`src/rtl/pirg_pkg.sv`:
```
// Shared helpers for the periodic rate generator.
// Assumes the rate code is 4 bits wide.
package pirg_pkg;
    // Map a rate code to its effective code: 1 becomes 8, 2 becomes 9.
    function automatic logic [4:0] eff_code(input logic [3:0] code);
        logic [4:0] r;
        case (code)
            4'd1:    r = 5'd8;
            4'd2:    r = 5'd9;
            default: r = {1'b0, code};
        endcase
        return r;
    endfunction
endpackage

```
`src/rtl/pirg_rate_decode.sv`:
```
// Decodes the rate code into an active flag and a low-bit mask for the
// tick count. The period is 2^(eff-1) ticks.
// Assumes CNT_W is larger than the widest shift, which is 14.
module pirg_rate_decode
    import pirg_pkg::*;
#(
    parameter int CNT_W  = 16,
    parameter int CODE_W = 4
) (
    input  logic [CODE_W-1:0] code,
    output logic              active,
    output logic [CNT_W-1:0]  mask
);
    localparam int SHW = 5;

    logic [SHW-1:0] eff;
    logic [SHW-1:0] nbits;

    // Effective code, and the number of low count bits that must be zero.
    always_comb begin
        eff    = eff_code(code[3:0]);
        active = (code != '0);
        nbits  = active ? eff - 5'd1 : 5'd0;
    end

    // One mask bit per count bit: the bit is set below the period's width.
    for (genvar i = 0; i < CNT_W; i++) begin : g_mask
        assign mask[i] = (i < int'(nbits));
    end
endmodule

```
`src/rtl/pirg_tick_counter.sv`:
```
// Free-running tick counter. It advances once per tick enable and is not
// affected by the enable input or the rate code.
module pirg_tick_counter #(
    parameter int CNT_W = 16
) (
    input  logic             clk,
    input  logic             rst_n,
    input  logic             tick,
    output logic [CNT_W-1:0] cnt_next
);
    logic [CNT_W-1:0] cnt_q;

    assign cnt_next = cnt_q + CNT_W'(1);

    // Advance the count on each tick.
    always_ff @(posedge clk) begin
        if (!rst_n)    cnt_q <= '0;
        else if (tick) cnt_q <= cnt_next;
    end
endmodule

```
`src/rtl/pirg_event_gen.sv`:
```
// Registers a one-cycle event when a tick takes the count onto a period
// boundary while the block is enabled and the rate is active.
module pirg_event_gen #(
    parameter int CNT_W = 16
) (
    input  logic             clk,
    input  logic             rst_n,
    input  logic             tick,
    input  logic             enable,
    input  logic             active,
    input  logic [CNT_W-1:0] cnt_next,
    input  logic [CNT_W-1:0] mask,
    output logic             evt
);
    // Fire on a boundary; the pulse lasts one cycle.
    always_ff @(posedge clk) begin
        if (!rst_n) evt <= 1'b0;
        else        evt <= tick && enable && active && ((cnt_next & mask) == '0);
    end

    assert_evt_after_tick_R7: assert property (@(posedge clk) disable iff (!rst_n)
        !tick |=> !evt);
    assert_no_evt_disabled_R5: assert property (@(posedge clk) disable iff (!rst_n)
        !enable |=> !evt);
    assert_no_evt_code0_R4: assert property (@(posedge clk) disable iff (!rst_n)
        !active |=> !evt);
endmodule

```
`src/rtl/pirg_flags.sv`:
```
// Sticky periodic and summary flags. An event sets both; a clear strobe
// clears both; an event in the same cycle as a clear wins.
module pirg_flags (
    input  logic clk,
    input  logic rst_n,
    input  logic evt,
    input  logic clr,
    output logic pf,
    output logic irqf
);
    // Set on an event, otherwise clear on a strobe.
    always_ff @(posedge clk) begin
        if (!rst_n) begin
            pf   <= 1'b0;
            irqf <= 1'b0;
        end else if (evt) begin
            pf   <= 1'b1;
            irqf <= 1'b1;
        end else if (clr) begin
            pf   <= 1'b0;
            irqf <= 1'b0;
        end
    end

    assert_evt_sets_flags_R8: assert property (@(posedge clk) disable iff (!rst_n)
        evt |=> (pf && irqf));
    assert_clear_R9: assert property (@(posedge clk) disable iff (!rst_n)
        (clr && !evt) |=> (!pf && !irqf));
    assert_flags_hold_R9: assert property (@(posedge clk) disable iff (!rst_n)
        (!clr && !evt) |=> ($stable(pf) && $stable(irqf)));
endmodule

```
`src/rtl/periodic_rate_gen.sv`:
```
// Top of the periodic interrupt rate generator. It decodes the rate,
// counts ticks, generates events and holds the status flags.
// Assumes tick_32k is a single-cycle enable, synchronous to clk.
module periodic_rate_gen #(
    parameter int CNT_W  = 16,
    parameter int CODE_W = 4
) (
    input  logic              clk,
    input  logic              rst_n,
    input  logic              tick_32k,
    input  logic [CODE_W-1:0] rate_sel,
    input  logic              pie_en,
    input  logic              flag_clr,
    output logic              evt_pulse,
    output logic              pf_flag,
    output logic              irqf_flag
);
    logic             active;
    logic [CNT_W-1:0] mask;
    logic [CNT_W-1:0] cnt_next;

    pirg_rate_decode #(.CNT_W(CNT_W), .CODE_W(CODE_W)) u_dec (
        .code(rate_sel), .active(active), .mask(mask));

    pirg_tick_counter #(.CNT_W(CNT_W)) u_cnt (
        .clk(clk), .rst_n(rst_n), .tick(tick_32k), .cnt_next(cnt_next));

    pirg_event_gen #(.CNT_W(CNT_W)) u_evt (
        .clk(clk), .rst_n(rst_n), .tick(tick_32k), .enable(pie_en),
        .active(active), .cnt_next(cnt_next), .mask(mask), .evt(evt_pulse));

    pirg_flags u_flg (
        .clk(clk), .rst_n(rst_n), .evt(evt_pulse), .clr(flag_clr),
        .pf(pf_flag), .irqf(irqf_flag));

    assert_single_pulse_R7: assert property (@(posedge clk) disable iff (!rst_n)
        evt_pulse |=> !evt_pulse);
endmodule

```
`config.mk`:
```
export PLATFORM = sky130hd
export DESIGN_NAME = periodic_rate_gen
export DESIGN_NICKNAME = d
export VERILOG_FILES = /design/src/rtl/pirg_pkg.sv /design/src/rtl/pirg_rate_decode.sv /design/src/rtl/pirg_tick_counter.sv /design/src/rtl/pirg_event_gen.sv /design/src/rtl/pirg_flags.sv /design/src/rtl/periodic_rate_gen.sv
export SDC_FILE = /design/constraint.sdc
export NUM_CORES = 1
export LEC_CHECK = 0
export BUFFER_PORTS_ARGS = -buffer_cell sky130_fd_sc_hd__buf_4
export CAP_MARGIN = 20
export CORE_MARGIN = 2
export CORE_UTILIZATION = 54
export CTS_CLUSTER_DIAMETER = 40
export DETAILED_ROUTE_END_ITERATION = 10
export GPL_TIMING_DRIVEN = 0
export HOLD_SLACK_MARGIN = 0.15
export PLACE_DENSITY_LB_ADDON = 0.3
export SKIP_CTS_REPAIR_TIMING = 1
export SYNTH_ARGS = -nofsm -noshare
export SYNTH_HDL_FRONTEND = slang
export SYNTH_SLANG_ARGS = --single-unit
```
`constraint.sdc`:
```
create_clock -name clk -period 5.5 [get_ports clk]
set_clock_uncertainty 0.1 [all_clocks]
set_input_delay 0.55 -clock clk [delete_from_list [all_inputs] [get_ports clk]]
set_output_delay 0.55 -clock clk [all_outputs]
set_load 0.02 [all_outputs]
```
# [After elaboration in Yosys (flattened, before gate mapping)]
# Index checks and enable logic that the tools add are counted.
[totals] register_bits=18 input_bits=9 output_inout_bits=3
[op_classes] n_reduce_logical=6 n_bitwise=1 n_lt_le_gt_ge=16 add_sub_neg=2 muxes=4 eq_ne=2
[ops] op="4-bit by 5-bit less-than comparator with 1-bit output, first input constant" n=8
[ops] op="3-bit by 5-bit less-than comparator with 1-bit output, first input constant" n=4
[ops] op="16-bit by 1-bit adder with 16-bit output, second input constant" n=1
[ops] op="16-bit bitwise AND" n=1
[ops] op="16-bit logical NOT" n=1
[ops] op="1-bit by 5-bit less-than comparator with 1-bit output, first input constant" n=2
[ops] op="2-bit by 5-bit less-than comparator with 1-bit output, first input constant" n=2
[ops] op="4-bit one-hot mux with 2 select lines" n=1
[ops] op="5-bit 2-to-1 mux" n=1
[ops] op="4-bit by 1-bit subtractor with 5-bit output, second input constant" n=1
[ops] op="4-bit by 1-bit equality test with 1-bit output, second input constant" n=1
[ops] op="4-bit by 2-bit equality test with 1-bit output, second input constant" n=1
[ops] op="4-bit nonzero test" n=1
[ops] op="1-bit logical AND" n=3
[ops] op="1-bit 2-to-1 mux" n=2
[ops] op="2-bit nonzero test" n=1

# [Logic depth before layout (Yosys ltp)]
[logic_depth] ltp_word=8 ltp_mapped=11

# [By module]
# From an unflattened synthesis, not the netlist that was laid out.
[hier_totals] cells_unflattened=219 hier_area_um2=1730.4
[by_module_without_submodules] module="pirg_tick_counter" area_per_inst_um2=972.2 seq_area_each_um2=320.3 cells_each=116 n_inst=1
[by_module_without_submodules] module="pirg_rate_decode" area_per_inst_um2=586.8 seq_area_each_um2=0.0 cells_each=84 n_inst=1
[by_module_without_submodules] module="pirg_event_gen" area_per_inst_um2=122.6 seq_area_each_um2=20.0 cells_each=15 n_inst=1
[by_module_without_submodules] module="pirg_flags" area_per_inst_um2=48.8 seq_area_each_um2=20.0 cells_each=4 n_inst=1

# [Least setup slack after synthesis]
# No wires, ideal clock.
[synth_path] path_kind="input to register" start="input rate_sel[3]" end="register u_evt.evt" arrival_time_ps=2564 slack_ps=2748 n_path_buf=3 stages=10 setup_time_ps=88 path_cell_list="buf_2 clkbuf_1 o31ai_1 ha_1 buf_4 o21ai_0 a221oi_2 o211ai_1 or3_1 nor4_2"
[synth_via] elab_chain_len=8 elab_cells_between_ends=26 classes_between="1 x add/sub; 16 x order compare; 2 x eq/ne; 2 x mux; 1 x bitwise; 4 x reduce/logical"
[synth_rtl] element="start: declaration" line="periodic_rate_gen.sv:11" text="input logic [CODE_W-1:0] rate_sel,"
[synth_rtl] element="4-bit by 2-bit equality test with 1-bit output / 4-bit by 1-bit equality test with 1-bit output (equally long branches)" line="pirg_pkg.sv:7" text="case (code)"
[synth_rtl] element="4-bit one-hot mux with 2 select lines" line="pirg_pkg.sv:7"
[synth_rtl] element="4-bit by 1-bit subtractor with 5-bit output" line="pirg_rate_decode.sv:23" text="nbits = active ? eff - 5'd1 : 5'd0;"
[synth_rtl] element="5-bit 2-to-1 mux" line="pirg_rate_decode.sv:23"
[synth_rtl] element="1-bit by 5-bit less-than comparator with 1-bit output (tied with other cells)" line="pirg_rate_decode.sv:28" text="assign mask[i] = (i < int'(nbits));"
[synth_rtl] element="16-bit bitwise AND" line="pirg_event_gen.sv:18" text="else evt <= tick && enable && active && ((cnt_next & mask) == '0);"
[synth_rtl] element="16-bit logical NOT" line="pirg_event_gen.sv:18"
[synth_rtl] element="1-bit logical AND (*)" line="pirg_event_gen.sv:18"
[synth_rtl] element="end signal: assignment" line="pirg_event_gen.sv:18"
[synth_rtl] element="end: declaration" line="pirg_event_gen.sv:13" text="output logic evt"
# Every way passes the cells marked *; elsewhere a longest branch is shown, timed or not.
# A chain may end at the register's enable or synchronous reset.

# [Worst setup path in the final report]
# Same ends and word-level chain as after synthesis.

==> summary.md <==
| Metric | Value |
|---|---|
| Outcome | `finished clean` |
| Post-synthesis async set-or-reset flop share | `0` |
| Yosys warnings | `0` |
| Die footprint | `between 3000 and 4000 um^2` |
| Reg2reg setup slack | `roughly 3000 ps` |
| Routed WL | `~3.6 mm` |
| Number of synthesized flops with an enable pin | `0` |
| Cell Pwr Density | `155 nW/um^2` |
| Initial antenna violation count | `0` |
| Switching pwr | `81.0 uW` |
| Period utilization | `0.520` |
| Initial cell density of the core | `0.574` |
| PnR worst setup slack | `around 2600 ps` |
| Avg Inst Size Synth | `around 7.6 um^2` |
| # setup viols final | `0` |
| CORE AREA | `approximately 2800 um^2` |
| Detail Route met3 WL | `178 um` |
| IO Port Bufs | `8` |
| DR iter-0 viols | `~120` |
| Clock transition at the registers of the reported paths | `100 ps` |
| Final net count | `between 200 and 250` |
| CP Launch Type | `input port` |
| Setup WS pre-CTS | `about 2400 ps` |
| Clock power frac | `0.244` |
| Largest net degree at the start of global routing | `11` |
| Comb pwr share | `0.251` |
| GRT overflow | `0` |
| Final ANT Viol Nets | `0` |
| Synth cell types | `51` |
| Die width | `58.4 um` |
| Synth top area cells | `dfxtp_1 (23%), xnor2_1 (6.0%), o21ai_0 (4.7%), xor2_1 (4.4%), nand3_1 (3.8%)` |
| Layout cell share with drive strength beyond 1 | `0.140` |
| Syn Inst Count | `210` |
| Slew margin rel. | `0.678` |
| Fin Hold WS | `between 300 and 400 ps` |
| Post-DP HPWL | `2.72 mm` |
| R2r startpoint | `u_cnt.cnt_q[1]` |
| DR vias | `about 1600` |
| RSZ-0062 raised after global routing | `no` |
| Antenna cells | `0` |
| Most common cell after layout, fill and taps aside | `dfxtp_1` |
| Multi-input logic area | `around 1100 um^2` |
| Main flop type after synthesis | `dfxtp_1` |
| Worst Setup End Kind | `flip-flop` |
| Synth-to-Final Area Change | `7.60%` |
| Leak | `0.000600 uW` |
| Cell taking the most area after synthesis | `dfxtp_1` |
| Met2 WL post-DR | `about 1.6 mm` |
| Max cap viols | `0` |
| H-tree levels | `1` |
| DRC Markers | `0` |
| Filler Cell Count | `263` |
| Register bit total from synthesis | `18` |
| Met1 Wirelength | `1.76 mm` |
| Register area | `about 360 um^2` |
| Worst hold path endpoint | `u_flg.pf` |
| Highest clock rate | `350 MHz` |
| Type of the most critical hold path | `reg2reg` |
| IO Pins | `12` |
| Worst-case reg-to-reg path depth | `8` |
| Setup TNS | `0 ps` |
| Setup CP Type | `in2reg` |
| Clock buffer depth | `2` |
| Post-Syn Area | `approximately 1600 um^2` |
| Worst-path fanout max | `10` |
| Sw frac | `0.304` |
| Commonest cells after routing, fill and taps aside | `dfxtp_1 (18), o21ai_0 (15), nand2_1 (14), buf_4 (13), nand3_1 (12)` |
| CTS tree | `built` |
| Hold Crit Start | `u_evt.evt` |
| Vias in the first global route | `between 1000 and 1500` |
| Int Power | `around 190 uW` |
| Synth top area share | `0.226` |
| Final count of pins violating max slew | `0` |
| Least-Margin Pin Slew | `482 ps` |
| First-pass GRT wire length | `6.12 mm` |
| Tot GR Track Use | `0.226` |
| Syn Nets | `221` |
| Row Count | `19` |
| Worst-Skew Late Latency | `300 ps` |
| Number of cells on the worst hold path | `1` |
| First-pass iteration count of the detailed router | `5` |
| Reg2Reg Capture Point | `u_evt.evt` |
| Post-DR wirelength/cell | `between 10 and 15 um` |
| Reg power frac | `0.505` |
| GP Congestion | `between 0.9 and 1` |
| CTS Buf Count | `3` |
| Clock sink count | `18` |
| Max layer used | `met4` |
| CTS root buf | `clkbuf_4` |
| Max VDD drop | `0.133 mV` |
| Final hold violations | `0` |
| Die Y-Extent | `a little under 60 um` |
| Crit path time final | `2860 ps` |
| Seq/Total Area, Yosys | `0.226` |
| Worst EP required | `5610 ps` |
| Vias per cell | `6.22` |
| Critical path arrival | `~3000 ps` |
==> power groups by stage <==
stage | logic [uW] | clock network, uW | registers (uW)
CTS | 66.0 | 66.4 | 134
floorplan | 49.6 | 0 | 137
detailed placement | 65.8 | 0 | 137
global route | 73.3 | 71.9 | 135
finish | 66.9 | 65.0 | 134
global placement | 65.4 | 0 | 137
==> metal layers <==
| layer | vias up | GRT usage |
|---|---|---|
| met1 | 728 | 0.317 |
| met3 | 5 | 0.0176 |
| met2 | 50 | 0.364 |
| met5 | - | 0 |
| li1 | 785 | - |
| met4 | 0 | 0.0831 |
==> synthesized netlist by cell type (3+ instances only) <==
cell and count:
and3_1 3, nand3_1 12, nor4_1 4, dfxtp_1 18, nand2b_1 6, o211ai_1 4
nor2b_1 9, buf_4 5, a21oi_1 7, o21ai_0 15, nor3_1 8, nand2_1 14
or3_1 5, xor2_1 8, xnor2_1 11, buf_2 5, and2_1 9, o22ai_1 4
nor2_1 9, clkbuf_1 5, nand4_1 6, inv_1 6
==> sequential cells by signal, summed over array words and instances, names as in the netlist <==
register,count
u_cnt.cnt_q,16
u_evt.evt,1
u_flg.pf,1
==> metrics by stage <==
step | utilization | power [uW] | cells | cell area (um^2)
2_1_floorplan | - | 187 | 210 | 1600
5_1_grt | 0.618 | 280 | 252 | 1720
3_3_place_gp | 0.610 | 203 | 249 | 1700
3_5_place_dp | 0.610 | 203 | 249 | 1700
4_1_cts | 0.618 | 267 | 252 | 1720
6_report | 0.618 | 266 | 252 | 1720
==> worst max-delay path, stage by stage <==
cell	delay [ps]
buf_2	170
clkbuf_1	350
o31ai_1	130
ha_1	390
buf_4	210
o21ai_0	120
a221oi_2	250
o211ai_1	140
or3_1	350
nor4_2	310
==> layout make-up <==
class | count | share of cell area
Multi-Input combinational cell | 168 | 0.638
Timing Repair Buffer | 8 | 0.0349
Sequential cell | 18 | 0.210
Tap cell | 31 | 0.0226
Inverter | 6 | 0.0131
Buffer | 18 | 0.0691
Clock buffer | 3 | 0.0131
==> worst max-delay path by stage <==
stage                 to         from  slack, ps
2_1_floorplan  u_evt.evt  rate_sel[3]       2750
3_3_place_gp   u_evt.evt  rate_sel[3]       2380
3_5_place_dp   u_evt.evt  rate_sel[3]       2350
4_1_cts        u_evt.evt  rate_sel[3]       2660
5_1_grt        u_evt.evt  rate_sel[3]       2470
6_report       u_evt.evt  rate_sel[3]       2640
==> cell families after synthesis <==
logic type               count (synthesis)  synth area share
AO/OA/AOI/OAI                           52             0.222
XOR/XNOR                                20             0.114
adder cells (fa/ha/maj)                  2            0.0157
buffers and inverters                   24            0.0885
flip-flops                              18             0.226
multiplexers                             2            0.0125
AND/OR/NAND/NOR                         92             0.322
Note: power is estimated with default switching activity, not from simulation.
